File: src/rtl/wbs_pkg.sv
package wbs_pkg;

    typedef enum logic [2:0] {
        ST_IDLE,
        ST_ADDR,
        ST_GAP,
        ST_DATA,
        ST_SKIP
    } wbs_state_e;

    // Beat grouping of a block write: beats per burst group and idle cycles
    // between groups.
    typedef struct packed {
        logic [1:0] grp;
        logic [2:0] idle;
    } wbs_rate_t;

    function automatic wbs_rate_t rate_lookup(input logic [3:0] code);
        wbs_rate_t r;
        case (code)
            4'd1:    r = '{grp: 2'd2, idle: 3'd1};
            4'd2:    r = '{grp: 2'd2, idle: 3'd2};
            4'd3:    r = '{grp: 2'd1, idle: 3'd1};
            4'd4:    r = '{grp: 2'd2, idle: 3'd3};
            4'd5:    r = '{grp: 2'd2, idle: 3'd4};
            4'd6:    r = '{grp: 2'd1, idle: 3'd2};
            4'd7:    r = '{grp: 2'd2, idle: 3'd6};
            4'd8:    r = '{grp: 2'd1, idle: 3'd3};
            default: r = '{grp: 2'd1, idle: 3'd0}; // code 0 and reserved
        endcase
        return r;
    endfunction

endpackage

File: src/rtl/wbs_rate_decode.sv
module wbs_rate_decode
    import wbs_pkg::*;
(
    input  logic [3:0] code,
    input  logic       block,
    output wbs_rate_t  rate
);
    // Single writes never use spacing.
    always_comb begin
        if (block) rate = rate_lookup(code);
        else       rate = '{grp: 2'd1, idle: 3'd0};
    end
endmodule

File: src/rtl/wbs_beat_mux.sv
module wbs_beat_mux #(
    parameter int BUS_W     = 64,
    parameter int BLK_BEATS = 4
) (
    input  logic [BUS_W*BLK_BEATS-1:0]       data,
    input  logic                             narrow,
    input  logic [$clog2(2*BLK_BEATS)-1:0]   idx,
    output logic [BUS_W-1:0]                 beat
);
    localparam int HALF_W = BUS_W / 2;
    localparam int NBEATS = 2 * BLK_BEATS;
    localparam int IDX_W  = $clog2(NBEATS);

    logic [BUS_W-1:0]  wide_w [BLK_BEATS];
    logic [HALF_W-1:0] nar_w  [NBEATS];

    for (genvar g = 0; g < BLK_BEATS; g++) begin : g_wide
        assign wide_w[g] = data[g*BUS_W +: BUS_W];
    end
    for (genvar g = 0; g < NBEATS; g++) begin : g_nar
        assign nar_w[g] = data[g*HALF_W +: HALF_W];
    end

    always_comb begin
        if (narrow) beat = {{HALF_W{1'b0}}, nar_w[idx]};
        else        beat = wide_w[idx[IDX_W-2:0]];
    end
endmodule

File: src/rtl/wbs_seq_fsm.sv
module wbs_seq_fsm
    import wbs_pkg::*;
#(
    parameter int IDX_W = 3
) (
    input  logic             clk,
    input  logic             rst,
    input  logic             accept,
    input  logic [2:0]       delay_in,
    input  wbs_rate_t        rate_in,
    input  logic [IDX_W-1:0] last_in,
    output wbs_state_e       state,
    output logic [IDX_W-1:0] beat_idx
);
    logic [2:0]       cnt;
    logic [1:0]       pos;
    logic [2:0]       delay_q;
    wbs_rate_t        rate_q;
    logic [IDX_W-1:0] last_q;
    logic             grp_end;

    assign grp_end = ({1'b0, pos} + 3'd1) == {1'b0, rate_q.grp};

    always_ff @(posedge clk) begin
        if (rst) begin
            state    <= ST_IDLE;
            cnt      <= '0;
            pos      <= '0;
            beat_idx <= '0;
            delay_q  <= '0;
            rate_q   <= '{grp: 2'd1, idle: 3'd0};
            last_q   <= '0;
        end else begin
            case (state)
                ST_IDLE: begin
                    if (accept) begin
                        delay_q  <= delay_in;
                        rate_q   <= rate_in;
                        last_q   <= last_in;
                        beat_idx <= '0;
                        pos      <= '0;
                        state    <= ST_ADDR;
                    end
                end
                ST_ADDR: begin
                    if (delay_q == 3'd0) begin
                        state <= ST_DATA;
                    end else begin
                        cnt   <= delay_q;
                        state <= ST_GAP;
                    end
                end
                ST_GAP: begin
                    if (cnt == 3'd1) state <= ST_DATA;
                    else             cnt   <= cnt - 3'd1;
                end
                ST_DATA: begin
                    if (beat_idx == last_q) begin
                        state <= ST_IDLE;
                    end else begin
                        beat_idx <= beat_idx + 1'b1;
                        if (grp_end) begin
                            pos <= '0;
                            if (rate_q.idle != 3'd0) begin
                                cnt   <= rate_q.idle;
                                state <= ST_SKIP;
                            end
                        end else begin
                            pos <= pos + 2'd1;
                        end
                    end
                end
                ST_SKIP: begin
                    if (cnt == 3'd1) state <= ST_DATA;
                    else             cnt   <= cnt - 3'd1;
                end
                default: state <= ST_IDLE;
            endcase
        end
    end
endmodule

File: src/rtl/wbs_write_seq.sv
module wbs_write_seq
    import wbs_pkg::*;
#(
    parameter int ADDR_W    = 36,
    parameter int BUS_W     = 64,
    parameter int BLK_BEATS = 4
) (
    input  logic                       clk,
    input  logic                       rst,
    input  logic                       req_start,
    input  logic                       req_block,
    input  logic                       req_big,
    input  logic [ADDR_W-1:0]          req_addr,
    input  logic [BUS_W*BLK_BEATS-1:0] req_data,
    input  logic                       wr_rdy,
    input  logic                       bus_narrow,
    input  logic [2:0]                 wr_delay,
    input  logic [3:0]                 rate_code,
    output logic [BUS_W-1:0]           bus_ad,
    output logic                       valid_n,
    output logic                       addr_phase,
    output logic                       busy
);
    localparam int DATA_W = BUS_W * BLK_BEATS;
    localparam int NBEATS = 2 * BLK_BEATS;
    localparam int IDX_W  = $clog2(NBEATS);

    wbs_state_e       state;
    logic [IDX_W-1:0] beat_idx;
    logic [IDX_W-1:0] last_in;
    wbs_rate_t        rate;
    logic             accept;
    logic [ADDR_W-1:0] addr_q;
    logic [DATA_W-1:0] data_q;
    logic              narrow_q;
    logic [BUS_W-1:0]  beat;

    assign accept = (state == ST_IDLE) && req_start && wr_rdy;

    always_comb begin
        if (req_block)
            last_in = bus_narrow ? IDX_W'(NBEATS - 1) : IDX_W'(BLK_BEATS - 1);
        else
            last_in = (bus_narrow && req_big) ? IDX_W'(1) : IDX_W'(0);
    end

    always_ff @(posedge clk) begin
        if (rst) begin
            addr_q   <= '0;
            data_q   <= '0;
            narrow_q <= 1'b0;
        end else if (accept) begin
            addr_q   <= req_addr;
            data_q   <= req_data;
            narrow_q <= bus_narrow;
        end
    end

    wbs_rate_decode u_rate (
        .code  (rate_code),
        .block (req_block),
        .rate  (rate)
    );

    wbs_seq_fsm #(.IDX_W(IDX_W)) u_fsm (
        .clk      (clk),
        .rst      (rst),
        .accept   (accept),
        .delay_in (wr_delay),
        .rate_in  (rate),
        .last_in  (last_in),
        .state    (state),
        .beat_idx (beat_idx)
    );

    wbs_beat_mux #(.BUS_W(BUS_W), .BLK_BEATS(BLK_BEATS)) u_mux (
        .data   (data_q),
        .narrow (narrow_q),
        .idx    (beat_idx),
        .beat   (beat)
    );

    always_comb begin
        case (state)
            ST_ADDR: bus_ad = {{(BUS_W-ADDR_W){1'b0}}, addr_q};
            ST_DATA: bus_ad = beat;
            default: bus_ad = '0;
        endcase
    end

    assign addr_phase = (state == ST_ADDR);
    assign valid_n    = !((state == ST_ADDR) || (state == ST_DATA));
    assign busy       = (state != ST_IDLE);
endmodule

File: config.mk
export PLATFORM = sky130hd
export DESIGN_NAME = wbs_write_seq
export DESIGN_NICKNAME = d
export VERILOG_FILES = /design/src/rtl/wbs_pkg.sv /design/src/rtl/wbs_rate_decode.sv /design/src/rtl/wbs_beat_mux.sv /design/src/rtl/wbs_seq_fsm.sv /design/src/rtl/wbs_write_seq.sv
export SDC_FILE = /design/constraint.sdc
export NUM_CORES = 1
export LEC_CHECK = 0
export ABC_AREA = 0
export BUFFER_PORTS_ARGS = -buffer_cell sky130_fd_sc_hd__buf_2
export CAP_MARGIN = 20
export CORE_MARGIN = 2
export CORE_UTILIZATION = 45
export DETAILED_ROUTE_END_ITERATION = 16
export HOLD_SLACK_MARGIN = 0.06
export PLACE_DENSITY = 0.69
export SETUP_SLACK_MARGIN = 0.05
export SLEW_MARGIN = 20
export SYNTH_ARGS = -nofsm -noshare
export SYNTH_HDL_FRONTEND = slang
export SYNTH_SLANG_ARGS = --single-unit
File: constraint.sdc
create_clock -name clk -period 3.14 [get_ports clk]
set_input_delay 0.471 -clock clk [delete_from_list [all_inputs] [get_ports clk]]
set_output_delay 0.471 -clock clk [all_outputs]
set_load 0.1 [all_outputs]
# Word-level counts from Yosys, hierarchy flattened
# Memories as Yosys holds them, arrays and structs flattened.
# Index checks and enable logic that the tools add are counted.
[totals] ram_bits=0 n_memories=1 regBits=315 wordCells=84 mem_bits_ro=80 latchBits=0 out_inout_bits=67
[mem_list] name="(no name shown)" depth=16 width=5 rd=1 rd_ports_with_merged_regs=0 wr=0 line="wbs_pkg.sv:20" source="case (code)"
[op_classes] n_mux=32 n_div=0 n_mul=0 eq_ne=16 n_addsub=4 n_lt_le_gt_ge=2 bitwise_logic=2 shift=0 reduce_logical=16
[ops] operator="64-bit 2-to-1 mux" count=3
[ops] operator="64-bit binary-select mux with 2-bit select" count=1
[ops] operator="64-bit one-hot mux with 2 select lines" count=1
[ops] operator="32-bit binary-select mux with 3-bit select" count=1
[ops] operator="32-bit 2-to-1 mux" count=2
[ops] operator="3-bit 2-to-1 mux" count=14
[ops] operator="3-bit one-hot mux with 4 select lines" count=1
[ops] operator="3-bit one-hot mux with 3 select lines" count=1
[ops] operator="3-bit nonzero test" count=3
[ops] operator="2-bit inequality test (second input constant)" count=4
[ops] operator="3-bit by 1-bit == test with 1-bit output (second input constant)" count=2
[ops] operator="3-bit by 2-bit == test with 1-bit output (second input constant)" count=2
[ops] operator="3-bit logical NOT" count=2
[ops] operator="2-bit 2-to-1 mux" count=3
[ops] operator="2-bit by 1-bit inequality test with 1-bit output (second input constant)" count=3
[ops] operator="3-bit by 1-bit inequality test with 1-bit output (second input constant)" count=2
[ops] operator="3-bit one-hot mux with 2 select lines" count=1
[ops] operator="6-bit AND reduction" count=1
[ops] operator="5-bit 2-to-1 mux" count=1
[ops] operator="4-bit greater-or-equal comparator (second input constant)" count=1
[ops] operator="3-bit NOT with 4-bit output" count=1
[ops] operator="2-bit one-hot mux with 2 select lines" count=1
[ops] operator="4-bit AND reduction" count=1
[ops] operator="2-bit by 1-bit adder with 3-bit output (second input constant)" count=1
[ops] operator="other kinds (16)" count=19

# Logic depth before layout (Yosys ltp)
[logic_depth] depth_word=6 mapped_depth=9 ltp_nobuf=7

# Cells and area by module
# Synthesis repeated with hierarchy kept, for this count alone.
[unflattened] hier_cells=1944 area_unflattened_um2=19259.7
[by_module_without_submodules] module="wbs_write_seq" seq_area_each_um2=5865.6 n_inst=1 area_per_inst_um2=13829.5 cells_per_inst=1392
[by_module_without_submodules] module="wbs_beat_mux" seq_area_each_um2=0.0 n_inst=1 area_per_inst_um2=4110.2 cells_per_inst=393
[by_module_without_submodules] module="wbs_seq_fsm" seq_area_each_um2=440.4 n_inst=1 area_per_inst_um2=1174.9 cells_per_inst=141
[by_module_without_submodules] module="wbs_rate_decode" seq_area_each_um2=0.0 n_inst=1 area_per_inst_um2=145.1 cells_per_inst=18

# Worst setup path after synthesis
# Ideal clock, no wire load.
[synth_path] path_type="flip-flop to output port" start="reg u_fsm.beat_idx[2]" end="out bus_ad[16]" path_buffers=3 stages_incl_launch_ff=7 path_slack_ps=-881 t_arrival_ps=3550 path_cell_list="dfxtp_1 -> clkbuf_1 -> clkbuf_1 -> buf_1 -> mux4_2 -> a21oi_1 -> o21ai_0"
[synth_via] elab_chain_cells=6
[synth_lines] item="start, declared" line="wbs_seq_fsm.sv:13" source="output logic [IDX_W-1:0] beat_idx"
[synth_lines] item="start signal, assigned" line="wbs_seq_fsm.sv:61" source="beat_idx <= beat_idx + 1'b1;"
[synth_lines] item="3-bit NOT with 4-bit output (not written as such)" line="wbs_beat_mux.sv:25" source="if (narrow) beat = {{HALF_W{1'b0}}, nar_w[idx]};"
[synth_lines] item="32-bit binary-select mux with 3-bit select" line="wbs_beat_mux.sv:25"
[synth_lines] item="32-bit 2-to-1 mux (not written as such) (2 in series)" line="wbs_beat_mux.sv:25"
[synth_lines] item="64-bit 2-to-1 mux" line="wbs_beat_mux.sv:25"
[synth_lines] item="64-bit one-hot mux with 2 select lines" line="wbs_write_seq.sv:84" source="case (state)"
[synth_lines] item="end, declared" line="wbs_write_seq.sv:19" source="output logic [BUS_W-1:0] bus_ad,"
# No other way between the ends. The select of a mux whose other input is x is not followed.

# Worst setup path in the final report
[layout_path] start="reg u_fsm.beat_idx[1]" end="out bus_ad[24]"
[layout_via] elab_chain_cells=6
[layout_lines] item="3-bit NOT with 4-bit output (not written as such) or 2-bit NOT with 3-bit output (tied branches)" line="wbs_beat_mux.sv:25, wbs_beat_mux.sv:26"
[layout_lines] item="32-bit binary-select mux with 3-bit select or 64-bit binary-select mux with 2-bit select (tied branches)" line="wbs_beat_mux.sv:25, wbs_beat_mux.sv:26"
[layout_lines] item="32-bit 2-to-1 mux (not written as such) or 64-bit 2-to-1 mux (tied branches) (2 in series)" line="wbs_beat_mux.sv:25, wbs_beat_mux.sv:26"
[layout_lines] item="64-bit 2-to-1 mux *" line="wbs_beat_mux.sv:25"
[layout_lines] item="64-bit one-hot mux with 2 select lines *" line="wbs_write_seq.sv:84"
# Every way passes the cells marked *; elsewhere a longest branch is shown, timed or not. The select of a mux whose other input is x is not followed.

==> run metrics <==
status=finished, final reports clean; RSZ-0062 raised after global routing=true; Setup crit start kind=flop; Detail Route Antenna Nets=0; Die Y=190 µm; worst skew pair latency=just over 0.5 ns; Congestion Overflow GR=0; Critical Path Start=u_fsm.beat_idx[1]$_SDFFE_PP0P_; total power=11800 µW; Post-Syn Nets=2161; H-tree depth=2; fin util=60.1%; first-pass GRT wire length=78900 µm; largest family of logic cells by synthesized area=simple AND/OR/NAND/NOR gates; IO Count=373; hold path start=req_data[52]; worst min-delay path class=input port to flop; Clock Skew=approximately 0.0074 ns; Placer Congestion=0.860; fin crit period=3.05 ns; vias in the first global route=14422; worst-margin pin slew=1.10 ns; crit path capture type=output port; Clock Path Buffers=3; placeable core region=between 30000 and 40000 µm²; cts bufs inserted=36; leading area contributor after synthesis=dfxtp_1; CTS hold repair buffers=0; # clock sinks=~320; post-route cell area=between 20000 and 25000 µm²; drt wl/cell=19.9 µm; Rows=67; CTS root buf=clkbuf_16; Synth cell types=46; worst r2r src=u_fsm.state[0]$_SDFFE_PP0P_; register area share after synthesis=40.7%; PortBufs=372; post-synthesis compound-gate area fraction=14.5%; Post-Syn Area=15500 µm²; Final Slew Violations=0; via count=14614; Area Growth Syn to Fin=30.7%; number of synthesized flops with an enable pin=0; DP Area=around 19000 µm²; Post-Synth Adder-Cell Area=0.646%; Initial Utilization=46.0%; Layout fillers=2924; Mean Syn Cell Area=between 8 and 9 µm²; Final Hold Viols=0; mux share of post-synthesis cell area=about a fifth; Crit path required time=2.67 ns; Worst Path Max Fanout=21; Worst EP arrival=approximately 2.6 ns; Final setup viols=0; fin crit share=97.1%; Layout Cells excl Fill=~2600; top cells by area, synth=dfxtp_1 41%, mux4_2 18%, nand2_1 16%; Peak VDD IR=327 µV; Max-Cap Viols=0; die area=35900 µm²; initial antenna violation count=14; dpl hpwl=~38000 µm; Placed Cells=2545; Crit Path Class=flop to output port; largest net degree at the start of global routing=131; XOR/XNOR Fraction of Synth Area=less than 1%; #FFs+latches synth=315; Synth top cells by count=664 x nand2_1, 339 x a21oi_1, 315 x dfxtp_1; pwr/cell area=slightly below 600 nW/µm²; Synth Warn #=0; Async SR Flop Fraction=0%; WL final=52400 µm; # DRC=0; area share of the largest cell type after synthesis=40.7%; Mapped Cells=1847; gr usage total=28.1%; Synth Area in Simple Gates=approximately a fifth; layout cells sized above 1=29.8%; Reg clk slew, reported paths=0.06 ns; Max Clock Freq=approximately 330 MHz; initial DRC count=1178; Lkg Pwr=0.00744 µW; Via density=5.56; CTS tree=built; drt pass-1 iters=5; die width=about 190 µm; nets@finish=2456; most common cell in the netlist=nand2_1; Worst slew margin=26.8%; Main synth FF type=dfxtp_1
## stage by stage
stage | hold WS, ns | TNS, ns | worst slack (ns)
2_1_floorplan | 0.436 | -0.126 | -0.126
6_report | 0.195 | 0 | 0.0905
3_5_place_dp | 0.449 | 0 | 0.495
4_1_cts | 0.177 | 0 | 0.0554
3_3_place_gp | 0.442 | 0 | 0.481
5_1_grt | 0.189 | 0 | 0.0399
## worst max-delay path, cell delays in order (launching register included)
cell and delay [ns]:
dfxtp_4 0.43, buf_16 0.21, mux4_2 0.58, nand2_1 0.09, o21ai_0 0.08, a21oi_1 0.36, o21ai_2 0.12, buf_12 0.18
## area by class of cell
cell class,count,area [µm²],area share (%)
inverters,37,139,0.685
multi-input cells,1337,8500,41.9
diodes,11,27.5,0.136
repair buffers,415,3480,17.2
clock inverters,10,114,0.562
clock buffers,54,1120,5.53
flip-flops and latches,315,6320,31.2
well taps,448,561,2.77
## cells by family (layout without fill, tap and decap cells)
kind of cell / count (synthesis) / count (layout)
AO/OA/AOI/OAI: 430 / 430
XOR/XNOR: 8 / 8
adder cells (fa/ha/maj): 8 / 8
buffers and inverters: 195 / 516
flip-flops: 315 / 315
multiplexers: 139 / 139
other: 0 / 11
AND/OR/NAND/NOR: 752 / 752
## per-layer routing
layer	up-vias	track usage, %	wire [µm]
met4	10	10.8	2090
met1	6954	36.0	21200
met5	-	0	44
met3	111	5.55	4340
met2	625	47.2	24700
li1	6914	-	-
## path summary, 6_finish.rpt
kind                             endpoint  slack (ns)  cells after the start
setup reg to reg  data_q[61]$_SDFFE_PP0P_        0.68                      5
hold / removal    data_q[52]$_SDFFE_PP0P_        0.20                      3
setup / recovery               bus_ad[24]        0.09                      7
hold reg to reg    addr_q[1]$_SDFFE_PP0P_        0.46                      2
## sequential cells by signal, indices dropped and copies added (netlist names)
register and count:
addr_q 36, u_fsm.pos 2, u_fsm.delay_q 3, u_fsm.beat_idx 3, narrow_q 1, u_fsm.rate_q 5
u_fsm.state 3, u_fsm.cnt 3, u_fsm.last_q 3, data_q 256
## where the power goes
group	internal, µW	total (µW)	switching, µW
sequential	4390	4720	327
clock	2640	4330	1690
combinational	1010	2720	1700
total	8040	11800	3730
## timing repair
action | CTS | global route
setup buffers | 1 | 4
cloned | 0 | 2
resized for setup | 4 | 6
endpoints found under the setup margin | 24 | 13
hold endpoints to repair | 0 | 0
## cell usage in the layout (no fill, tap or decap), types with 22 or more instances in the layout
cell         n
inv_1       37
clkbuf_16   40
nor2_1      22
buf_2      308
dfxtp_1    311
nand2_1    664
o21ai_2     29
mux4_2     124
and2_1      29
buf_12      82
o21ai_0     34
a21oi_1    334
(Power assumes the default switching activity.)
